**config.mk**
```make
export PLATFORM = sky130hd
export DESIGN_NAME = bcd_scan_strobe
export DESIGN_NICKNAME = d
export VERILOG_FILES = /design/src/rtl/bcd_scan_pkg.sv /design/src/rtl/scan_restart_arb.sv /design/src/rtl/slot_timer.sv /design/src/rtl/digit_ring.sv /design/src/rtl/strobe_ctrl.sv /design/src/rtl/digit_mux.sv /design/src/rtl/bcd_scan_strobe.sv
export SDC_FILE = /design/constraint.sdc
export NUM_CORES = 1
export LEC_CHECK = 0
export ABC_AREA = 1
export BUFFER_PORTS_ARGS = -buffer_cell sky130_fd_sc_hd__clkbuf_2
export CORE_MARGIN = 1
export CORE_UTILIZATION = 35
export CTS_BUF_LIST = sky130_fd_sc_hd__clkbuf_16
export DETAILED_ROUTE_END_ITERATION = 8
export HOLD_SLACK_MARGIN = 0.1
export PLACE_DENSITY = 0.64
export REMOVE_ABC_BUFFERS = 1
export SKIP_LAST_GASP = 1
export SLEW_MARGIN = 20
export SYNTH_ARGS = -nofsm -noshare
export SYNTH_HDL_FRONTEND = slang
export SYNTH_SLANG_ARGS = --single-unit
export TNS_END_PERCENT = 50
```
**constraint.sdc**
```tcl
create_clock -name clk_i -period 1.6 [get_ports clk_i]
set_input_delay 0.24 -clock clk_i [delete_from_list [all_inputs] [get_ports clk_i]]
set_output_delay 0.24 -clock clk_i [all_outputs]
set_load 0.1 [all_outputs]
```
**src/rtl/bcd_scan_pkg.sv**
```systemverilog
package bcd_scan_pkg;
  typedef enum logic [1:0] {
    RS_NONE   = 2'd0,
    RS_RESULT = 2'd1,
    RS_DEINT  = 2'd2,
    RS_AZ     = 2'd3
  } restart_e;
endpackage

```
**src/rtl/scan_restart_arb.sv**
```systemverilog
module scan_restart_arb
  import bcd_scan_pkg::*;
(
  input  logic     result_valid_i,
  input  logic     deint_start_i,
  input  logic     az_start_i,
  output logic     restart_o,
  output restart_e cause_o
);
  always_comb begin
    if (result_valid_i)     cause_o = RS_RESULT;
    else if (deint_start_i) cause_o = RS_DEINT;
    else if (az_start_i)    cause_o = RS_AZ;
    else                    cause_o = RS_NONE;
    restart_o = (cause_o != RS_NONE);
  end
endmodule

```
**src/rtl/slot_timer.sv**
```systemverilog
module slot_timer #(
  parameter int SLOT_CNT = 200,
  parameter int CW       = $clog2(SLOT_CNT + 2)
) (
  input  logic          clk_i,
  input  logic          rst_ni,
  input  logic          restart_i,
  input  logic          long_i,
  output logic          half_o,
  output logic [CW-1:0] cnt_o,
  output logic          slot_end_o
);
  localparam logic [CW-1:0] LastShort = CW'(SLOT_CNT - 1);
  localparam logic [CW-1:0] LastLong  = CW'(SLOT_CNT);

  logic          half_q;
  logic [CW-1:0] cnt_q;

  assign slot_end_o = half_q && (cnt_q == (long_i ? LastLong : LastShort));
  assign half_o     = half_q;
  assign cnt_o      = cnt_q;

  always_ff @(posedge clk_i or negedge rst_ni) begin
    if (!rst_ni) begin
      half_q <= 1'b0;
      cnt_q  <= '0;
    end else if (restart_i) begin
      half_q <= 1'b0;
      cnt_q  <= '0;
    end else if (half_q) begin
      half_q <= 1'b0;
      cnt_q  <= slot_end_o ? '0 : cnt_q + 1'b1;
    end else begin
      half_q <= 1'b1;
    end
  end
endmodule

```
**src/rtl/digit_ring.sv**
```systemverilog
module digit_ring #(
  parameter int ND = 5
) (
  input  logic          clk_i,
  input  logic          rst_ni,
  input  logic          restart_i,
  input  logic          slot_end_i,
  output logic [ND-1:0] sel_o,
  output logic          long_o,
  output logic          last_o
);
  localparam logic [ND-1:0] MsdHot = ND'(1) << (ND - 1);

  logic [ND-1:0] sel_q;
  logic          long_q;

  assign sel_o  = sel_q;
  assign long_o = long_q;
  assign last_o = sel_q[0] && slot_end_i;

  always_ff @(posedge clk_i or negedge rst_ni) begin
    if (!rst_ni) begin
      sel_q  <= MsdHot;
      long_q <= 1'b1;
    end else if (restart_i) begin
      sel_q  <= MsdHot;
      long_q <= 1'b1;
    end else if (slot_end_i) begin
      sel_q  <= sel_q[0] ? MsdHot : (sel_q >> 1);
      long_q <= 1'b0;
    end
  end
endmodule

```
**src/rtl/strobe_ctrl.sv**
```systemverilog
module strobe_ctrl
  import bcd_scan_pkg::*;
#(
  parameter int SLOT_CNT  = 200,
  parameter int STROBE_AT = SLOT_CNT / 2 + 1,
  parameter int CW        = $clog2(SLOT_CNT + 2)
) (
  input  logic          clk_i,
  input  logic          rst_ni,
  input  restart_e      cause_i,
  input  logic          over_range_i,
  input  logic          last_i,
  input  logic          half_i,
  input  logic [CW-1:0] cnt_i,
  output logic          strobe_no,
  output logic          blank_o
);
  localparam logic [CW-1:0] StrobeCnt = CW'(STROBE_AT);

  logic armed_q, ovr_q, blank_q;

  assign strobe_no = !(armed_q && !half_i && (cnt_i == StrobeCnt));
  assign blank_o   = blank_q;

  always_ff @(posedge clk_i or negedge rst_ni) begin
    if (!rst_ni) begin
      armed_q <= 1'b0;
      ovr_q   <= 1'b0;
      blank_q <= 1'b0;
    end else begin
      unique case (cause_i)
        RS_RESULT: begin
          armed_q <= 1'b1;
          ovr_q   <= over_range_i;
          blank_q <= 1'b0;
        end
        RS_DEINT: begin
          armed_q <= 1'b0;
          blank_q <= 1'b0;
        end
        RS_AZ: armed_q <= 1'b0;
        default: begin
          if (armed_q && last_i) begin
            armed_q <= 1'b0;
            blank_q <= ovr_q;
          end
        end
      endcase
    end
  end
endmodule

```
**src/rtl/digit_mux.sv**
```systemverilog
module digit_mux #(
  parameter int ND = 5
) (
  input  logic            clk_i,
  input  logic            rst_ni,
  input  logic            load_i,
  input  logic [4*ND-1:0] result_i,
  input  logic [ND-1:0]   sel_i,
  input  logic            blank_i,
  output logic [ND-1:0]   digit_sel_o,
  output logic [3:0]      bcd_o
);
  logic [4*ND-1:0] held_q;
  logic [3:0]      masked [ND];

  always_ff @(posedge clk_i or negedge rst_ni) begin
    if (!rst_ni)     held_q <= '0;
    else if (load_i) held_q <= result_i;
  end

  for (genvar k = 0; k < ND; k++) begin : g_mask
    assign masked[k] = held_q[4*k +: 4] & {4{sel_i[k]}};
  end

  always_comb begin
    logic [3:0] acc;
    acc = '0;
    for (int k = 0; k < ND; k++) acc |= masked[k];
    bcd_o       = blank_i ? 4'd0 : acc;
    digit_sel_o = blank_i ? '0 : sel_i;
  end
endmodule

```
**src/rtl/bcd_scan_strobe.sv**
```systemverilog
module bcd_scan_strobe
  import bcd_scan_pkg::*;
#(
  parameter int ND        = 5,
  parameter int SLOT_CNT  = 200,
  parameter int STROBE_AT = SLOT_CNT / 2 + 1
) (
  input  logic            clk_i,
  input  logic            rst_ni,
  input  logic [4*ND-1:0] result_i,
  input  logic            result_valid_i,
  input  logic            over_range_i,
  input  logic            deint_start_i,
  input  logic            az_start_i,
  output logic [ND-1:0]   digit_sel_o,
  output logic [3:0]      bcd_o,
  output logic            strobe_no
);
  localparam int CW = $clog2(SLOT_CNT + 2);

  restart_e      cause;
  logic          restart, half, slot_end, long_slot, last, blank;
  logic [CW-1:0] cnt;
  logic [ND-1:0] sel;

  scan_restart_arb u_arb (
    .result_valid_i(result_valid_i),
    .deint_start_i (deint_start_i),
    .az_start_i    (az_start_i),
    .restart_o     (restart),
    .cause_o       (cause)
  );

  slot_timer #(.SLOT_CNT(SLOT_CNT), .CW(CW)) u_timer (
    .clk_i     (clk_i),
    .rst_ni    (rst_ni),
    .restart_i (restart),
    .long_i    (long_slot),
    .half_o    (half),
    .cnt_o     (cnt),
    .slot_end_o(slot_end)
  );

  digit_ring #(.ND(ND)) u_ring (
    .clk_i     (clk_i),
    .rst_ni    (rst_ni),
    .restart_i (restart),
    .slot_end_i(slot_end),
    .sel_o     (sel),
    .long_o    (long_slot),
    .last_o    (last)
  );

  strobe_ctrl #(.SLOT_CNT(SLOT_CNT), .STROBE_AT(STROBE_AT), .CW(CW)) u_stb (
    .clk_i       (clk_i),
    .rst_ni      (rst_ni),
    .cause_i     (cause),
    .over_range_i(over_range_i),
    .last_i      (last),
    .half_i      (half),
    .cnt_i       (cnt),
    .strobe_no   (strobe_no),
    .blank_o     (blank)
  );

  digit_mux #(.ND(ND)) u_mux (
    .clk_i      (clk_i),
    .rst_ni     (rst_ni),
    .load_i     (result_valid_i),
    .result_i   (result_i),
    .sel_i      (sel),
    .blank_i    (blank),
    .digit_sel_o(digit_sel_o),
    .bcd_o      (bcd_o)
  );
endmodule

```
=== Word level (Yosys, flattened, before mapping) ===
Cells that the tools add are included.

* Output and inout bits: 10
* Input bits: 26
* Word-level logic and storage cells: 59
* Bits in registers: 38

* Add/subtract/negate cells: 1
* Equal/unequal tests: 5
* Muxes and demuxes: 20
* Bitwise logic cells: 10
* Reductions and logical operators: 15

{| class="wikitable"
|+ Operators with widths
! kind !! number
|-
| two-way mux 8 bit || 3
|-
| bitwise AND 4 bit || 5
|-
| two-way mux 5 bit || 4
|-
| OR 4 bit || 4
|-
| adder 8 x 1 -> 8 bit, second input constant || 1
|-
| == test 8 x 7 -> 1 bit, second input constant || 1
|-
| == test 8 bit || 1
|-
| two-way mux 4 bit || 2
|-
| nonzero test 2 bit || 4
|-
| two-way mux 1 bit || 6
|-
| two-way mux 2 bit || 3
|-
| logical AND 1 bit || 5
|-
| == test 2 bit, second input constant || 2
|-
| one-hot mux 1 bit (2 select lines) || 2
|-
| OR reduction 2 bit || 2
|-
| nonzero test 3 bit || 1
|-
| == test 2 x 1 -> 1 bit, second input constant || 1
|-
| zero test 1 bit || 2
|-
| AND reduction 2 bit || 1
|-
| NOT 1 bit || 1
|}

=== Depth between registers and ports, before layout ===
* Word-level depth: 7
* Depth in mapped cells: 12
* Gate-level depth less buffers: 12

=== Modules after synthesis ===
A second synthesis with hierarchy kept.

* Cells, all modules: 236
* Area total of the unflattened synthesis: 2107.0 um2

{| class="wikitable"
|+ By module, submodules not included
! module !! area an instance (um2) !! cells an instance !! times used !! sequential area each (um2)
|-
| digit_mux || 1004.7 || 89 || 1 || 500.5
|-
| slot_timer || 604.3 || 79 || 1 || 225.2
|-
| digit_ring || 246.5 || 28 || 1 || 152.6
|-
| strobe_ctrl || 222.7 || 33 || 1 || 75.1
|-
| scan_restart_arb || 28.8 || 7 || 1 || 0.0
|}

=== Least setup slack after synthesis ===
OpenSTA, ideal clock, no wires.

* Path kind: register to output
* Start point: register u_ring.sel_q[4], in the netlist u_ring.sel_o[4]
* End point: output port bcd_o[1]
* Cell stages (with the launch flop): 5
* Setup slack: -0.691 ns
* Arrival: 2.051 ns
* Path buffers: 0
* Data required time: 1.360 ns
* Cell sequence: dfstp_2 inv_1 o221ai_1 nor2_1 nor2_1

* Cells in the longest elaborated chain, start to end: 3

{| class="wikitable"
|+ Ends and longest elaborated chain
! what !! RTL line !! RTL
|-
| start: declaration || digit_ring.sv:14 || <nowiki>logic [ND-1:0] sel_q;</nowiki>
|-
| start signal: assignment || digit_ring.sv:23 || <nowiki>sel_q <= MsdHot;</nowiki>
|-
| start signal: assignment || digit_ring.sv:26 || <nowiki>sel_q <= MsdHot;</nowiki>
|-
| start signal: assignment || digit_ring.sv:29 || <nowiki>sel_q <= sel_q[0] ? MsdHot : (sel_q >> 1);</nowiki>
|-
| bitwise AND 4 bit || digit_mux.sv:22 || <nowiki>assign masked[k] = held_q[4*k +: 4] & {4{sel_i[k]}};</nowiki>
|-
| OR 4 bit || digit_mux.sv:28 || <nowiki>for (int k = 0; k < ND; k++) acc |= masked[k];</nowiki>
|-
| two-way mux 4 bit || digit_mux.sv:29 || <nowiki>bcd_o = blank_i ? 4'd0 : acc;</nowiki>
|-
| end: declaration || bcd_scan_strobe.sv:16 || <nowiki>output logic [3:0] bcd_o,</nowiki>
|}

Every way passes these cells.

=== Final worst setup path ===
* Start point: register u_ring.sel_q[4], in the netlist u_ring.sel_o[4]
* End point: output port bcd_o[3]

Same word-level chain as after synthesis.

==> results.md <==
* Total power density per cell area at 964.1 nW/um2
* Average footprint of a synthesized cell at 8.082 um2
* Detailed-placement wirelength estimate at 2.730 mm
* Synth warnings at 0
* Capture instance of the worst register-to-register path: u_timer.cnt_o[6]
* Share of layout cells above drive strength 1 at 28.72%
* Maximum fanout count along the critical path at 6
* Remaining number of nets flagged by the antenna check after routing at 0
* Post-route worst setup slack at -0.08439 ns
* Total gr overflow at 0
* Area of the mapped netlist at 1883 um2
* Library cells used by synthesis at 27
* Number of DRC markers in iteration 0 at 129
* RSZ-0062 raised after global routing: yes
* Via count of the first global-routing pass at 1469
* Min-delay src: result_i[2]
* Startpoint type of the worst setup path: flop
* H-tree lvl count at 2
* Worst path arrival time at 1.44 ns
* Worst Hold Depth at 3
* Maximum VDD drop at 0.5544 mV
* Clock latency reported for the late side of the worst-skew pair at 0.28 ns
* Type of the worst min-delay path: primary input to flop
* Yosys reg bits at 38
* Synthesized instance count at 233
* Part of the Yosys area used for sequential elements at 50.63%
* Die extent in x at 75.35 um
* Area fraction of the dominant cell type after synthesis at 47.84%
* Via-per-instance ratio at 4.497
* CTS tree: yes
* Violations in the final reports: setup timing
* Count of buffering cells on the critical path with inverters included at 2
* Result of the run: finished, violations left
* Worst-path clk slew at 0.06 ns
* Combined global-route utilization of all metal layers at 15.34%
* Endpoint of the worst hold-timing path: u_mux.held_q[2]
* Startpoint of the worst-slack reg-to-reg timing path: u_timer.cnt_o[0]
* Number of clock sinks at 38
* Max Slew Vio Count at 0
* Lkg Pwr at 1.294 nW
* Category of the most critical setup path: flop to output pin
* Number of antenna violations at the first check in global routing at 0
* Area overhead of the layout relative to synthesis at 35.81%
* Number of I/O port buffers at 35
* Detailed-route via count at 1583
* Final estimated routing congestion in global placement at 0.8271
* Hold violation count in the final report at 0
* Worst slew margin at 68.44%
* Num CTS Buffers at 5
* Pwr Total at 0.002466 W
* Top cells by area, synth: dfrtp_1 48%, nand2_1 12%, inv_1 7.4%
* Number of maximum-capacitance violations at 0
* Top-level I/O count at 36
* DIE AREA at 5678 um2
* Tmin final at 1.684 ns
* Worst clock skew at 0.007359 ns
* Drt drc at 0
* Effective utilization at floorplan at 36.64%
* Worst path max stage delay at 0.55 ns
* Global-route wire length before repair at 6.513 mm
* Area of the core at 5140 um2
* Buffer levels on the longest clock path at 2
* DR pass1 iterations at 4
* Gate family responsible for the most delay along the worst path: flip-flops
* Pre-CTS setup slack at -0.04080 ns
* Worst reg-to-reg path cell count at 8
* Fmax at 593.7 MHz
* Layout net count at 312
* Final setup TNS at -0.3408 ns
* Maximum number of pins on one net before global-route repair at 39
* Type of destination of the critical path: output pin
* Wire length per cell at 10.92 um
* Worst hold slack at 0.1643 ns
* Top cell type by total area after synthesis: dfrtp_1
* Post-Route WL at 3.845 mm
* Internal reg-to-reg setup slack at 0.16 ns
* Slew at the pin closest to its max-slew limit at 0.4734 ns
* Overall die height at 75.35 um
* Required arrival time at the worst endpoint at 1.36 ns
* Final count of negative-setup-slack endpoints at 5
* Total number of placement rows at 26
* Antenna Diode Count at 0
* CTS Root Cell: clkbuf_16
* Chain of cells forming the critical path: inv_4 -> o221ai_2 -> nor2_1 -> nor2_2 -> buf_12
* CP max stage cell: dfstp_2
* Share of the clock period used by the worst path at 105.3%
power breakdown:
| group | internal (W) | total [W] | leakage, nW | switching [W] |
|---|---|---|---|---|
| sequential | 0.00102 | 0.00106 | 0.480 | 0.0000382 |
| combinational | 0.000175 | 0.000480 | 0.739 | 0.000305 |
| clock | 0.000565 | 0.000925 | 0.0748 | 0.000361 |
| total | 0.00176 | 0.00247 | 1.29 | 0.000704 |
metal layers:
metal	up-vias	track usage (%)	part of all wire (%)
met2	28	22.02	45
met3	5	3.968	3.5
li1	819	-	-
met1	731	22.62	50
met5	-	0	0
met4	0	4.938	1.5
placed cells by master (no fill, tap or decap), types with 2 or more instances in the layout:
master and count:
nand2_1 61, inv_1 37, dfrtp_1 36, clkbuf_2 25, nor2_1 24, o21ai_0 17
buf_12 10, buf_4 10, nor2_2 6, a21oi_1 5, inv_2 5, nand3_1 5
ha_1 5, clkbuf_16 5, o22ai_1 4, mux2_2 4, o221ai_2 3, nor3_1 3
nand2_2 2, clkinv_2 2, dfstp_2 2
stage by stage:
stage                     instances  cell area [um2]  utilization, %
after floorplan                 228             1863               -
after global placement          340             2328           45.30
after detailed placement        340             2328           45.30
after CTS                       351             2521           49.05
after global routing            352             2557           49.76
final                           352             2557           49.76
sequential cells by signal (all words and copies together), names as in the netlist:
signal          cells
u_mux.held_q       20
u_ring.long_o       1
u_ring.sel_o        5
u_stb.armed_q       1
u_stb.blank_o       1
u_stb.ovr_q         1
u_timer.cnt_o       8
u_timer.half_o      1
kinds of logic (layout without fill, tap and decap cells):
group | count (synthesis) | in the layout | share of synthesized area (%)
and+or+nand+nor | 107 | 107 | 24.25
buffers and inverters | 47 | 96 | 9.435
DFF | 38 | 38 | 50.63
AOI/OAI and AO/OA | 31 | 31 | 9.501
adders and majority gates | 5 | 5 | 3.322
muxes | 4 | 4 | 2.392
xor gates and xnor gates | 1 | 1 | 0.4652
cell usage after synthesis:
master / instances
nor3b_2: 1
o221ai_1: 4
mux2_2: 4
nand4_1: 1
xor2_1: 1
nand2_4: 1
a21oi_2: 1
dfrtp_1: 36
buf_1: 1
nor3_4: 1
inv_1: 37
nor3b_1: 1
o22ai_1: 4
nand3_1: 5
clkbuf_1: 3
ha_1: 5
nand2_2: 2
nor4_1: 1
nor3_1: 3
nor2_2: 1
a21oi_1: 5
dfstp_2: 2
inv_2: 5
buf_2: 1
o21ai_0: 17
nand2_1: 61
nor2_1: 29
final cells by class:
cell class              instances  area [um2]
multi-input cells             148       807.0
inverters                      42       160.2
clock inverters                 3       13.76
fillers                       527        2582
repair buffers                 46       410.4
clock buffers                   5       125.1
flip-flops and latches         38       953.4
well taps                      70       87.58
repair_timing:
action,CTS,global route
gates resized for setup,8,5
hold buffers,1,0
setup buffers,2,1
endpoints found under the hold margin,36,0
pin swaps,6,5
endpoints found under the setup margin,5,6
tightest hold or removal path, cell delays in order:
cell and delay (ns):
clkbuf_2 0.07, nand2_1 0.04, o21ai_0 0.06
how the worst max path moves through the flow:
stage | from | endpoint | slack [ns] | cells past startpoint
4_1_cts | u_timer.cnt_o[1] | strobe_no | -0.13 | 6
2_1_floorplan | u_ring.sel_o[4] | bcd_o[1] | -0.69 | 4
5_1_grt | u_timer.cnt_o[1] | strobe_no | -0.22 | 6
3_3_place_gp | result_valid_i | u_timer.cnt_o[6] | 0.02 | 12
3_5_place_dp | result_valid_i | u_timer.cnt_o[6] | -0.04 | 12
6_report | u_ring.sel_o[4] | bcd_o[3] | -0.08 | 5
No activity file was read; power rests on OpenSTA's default activity.
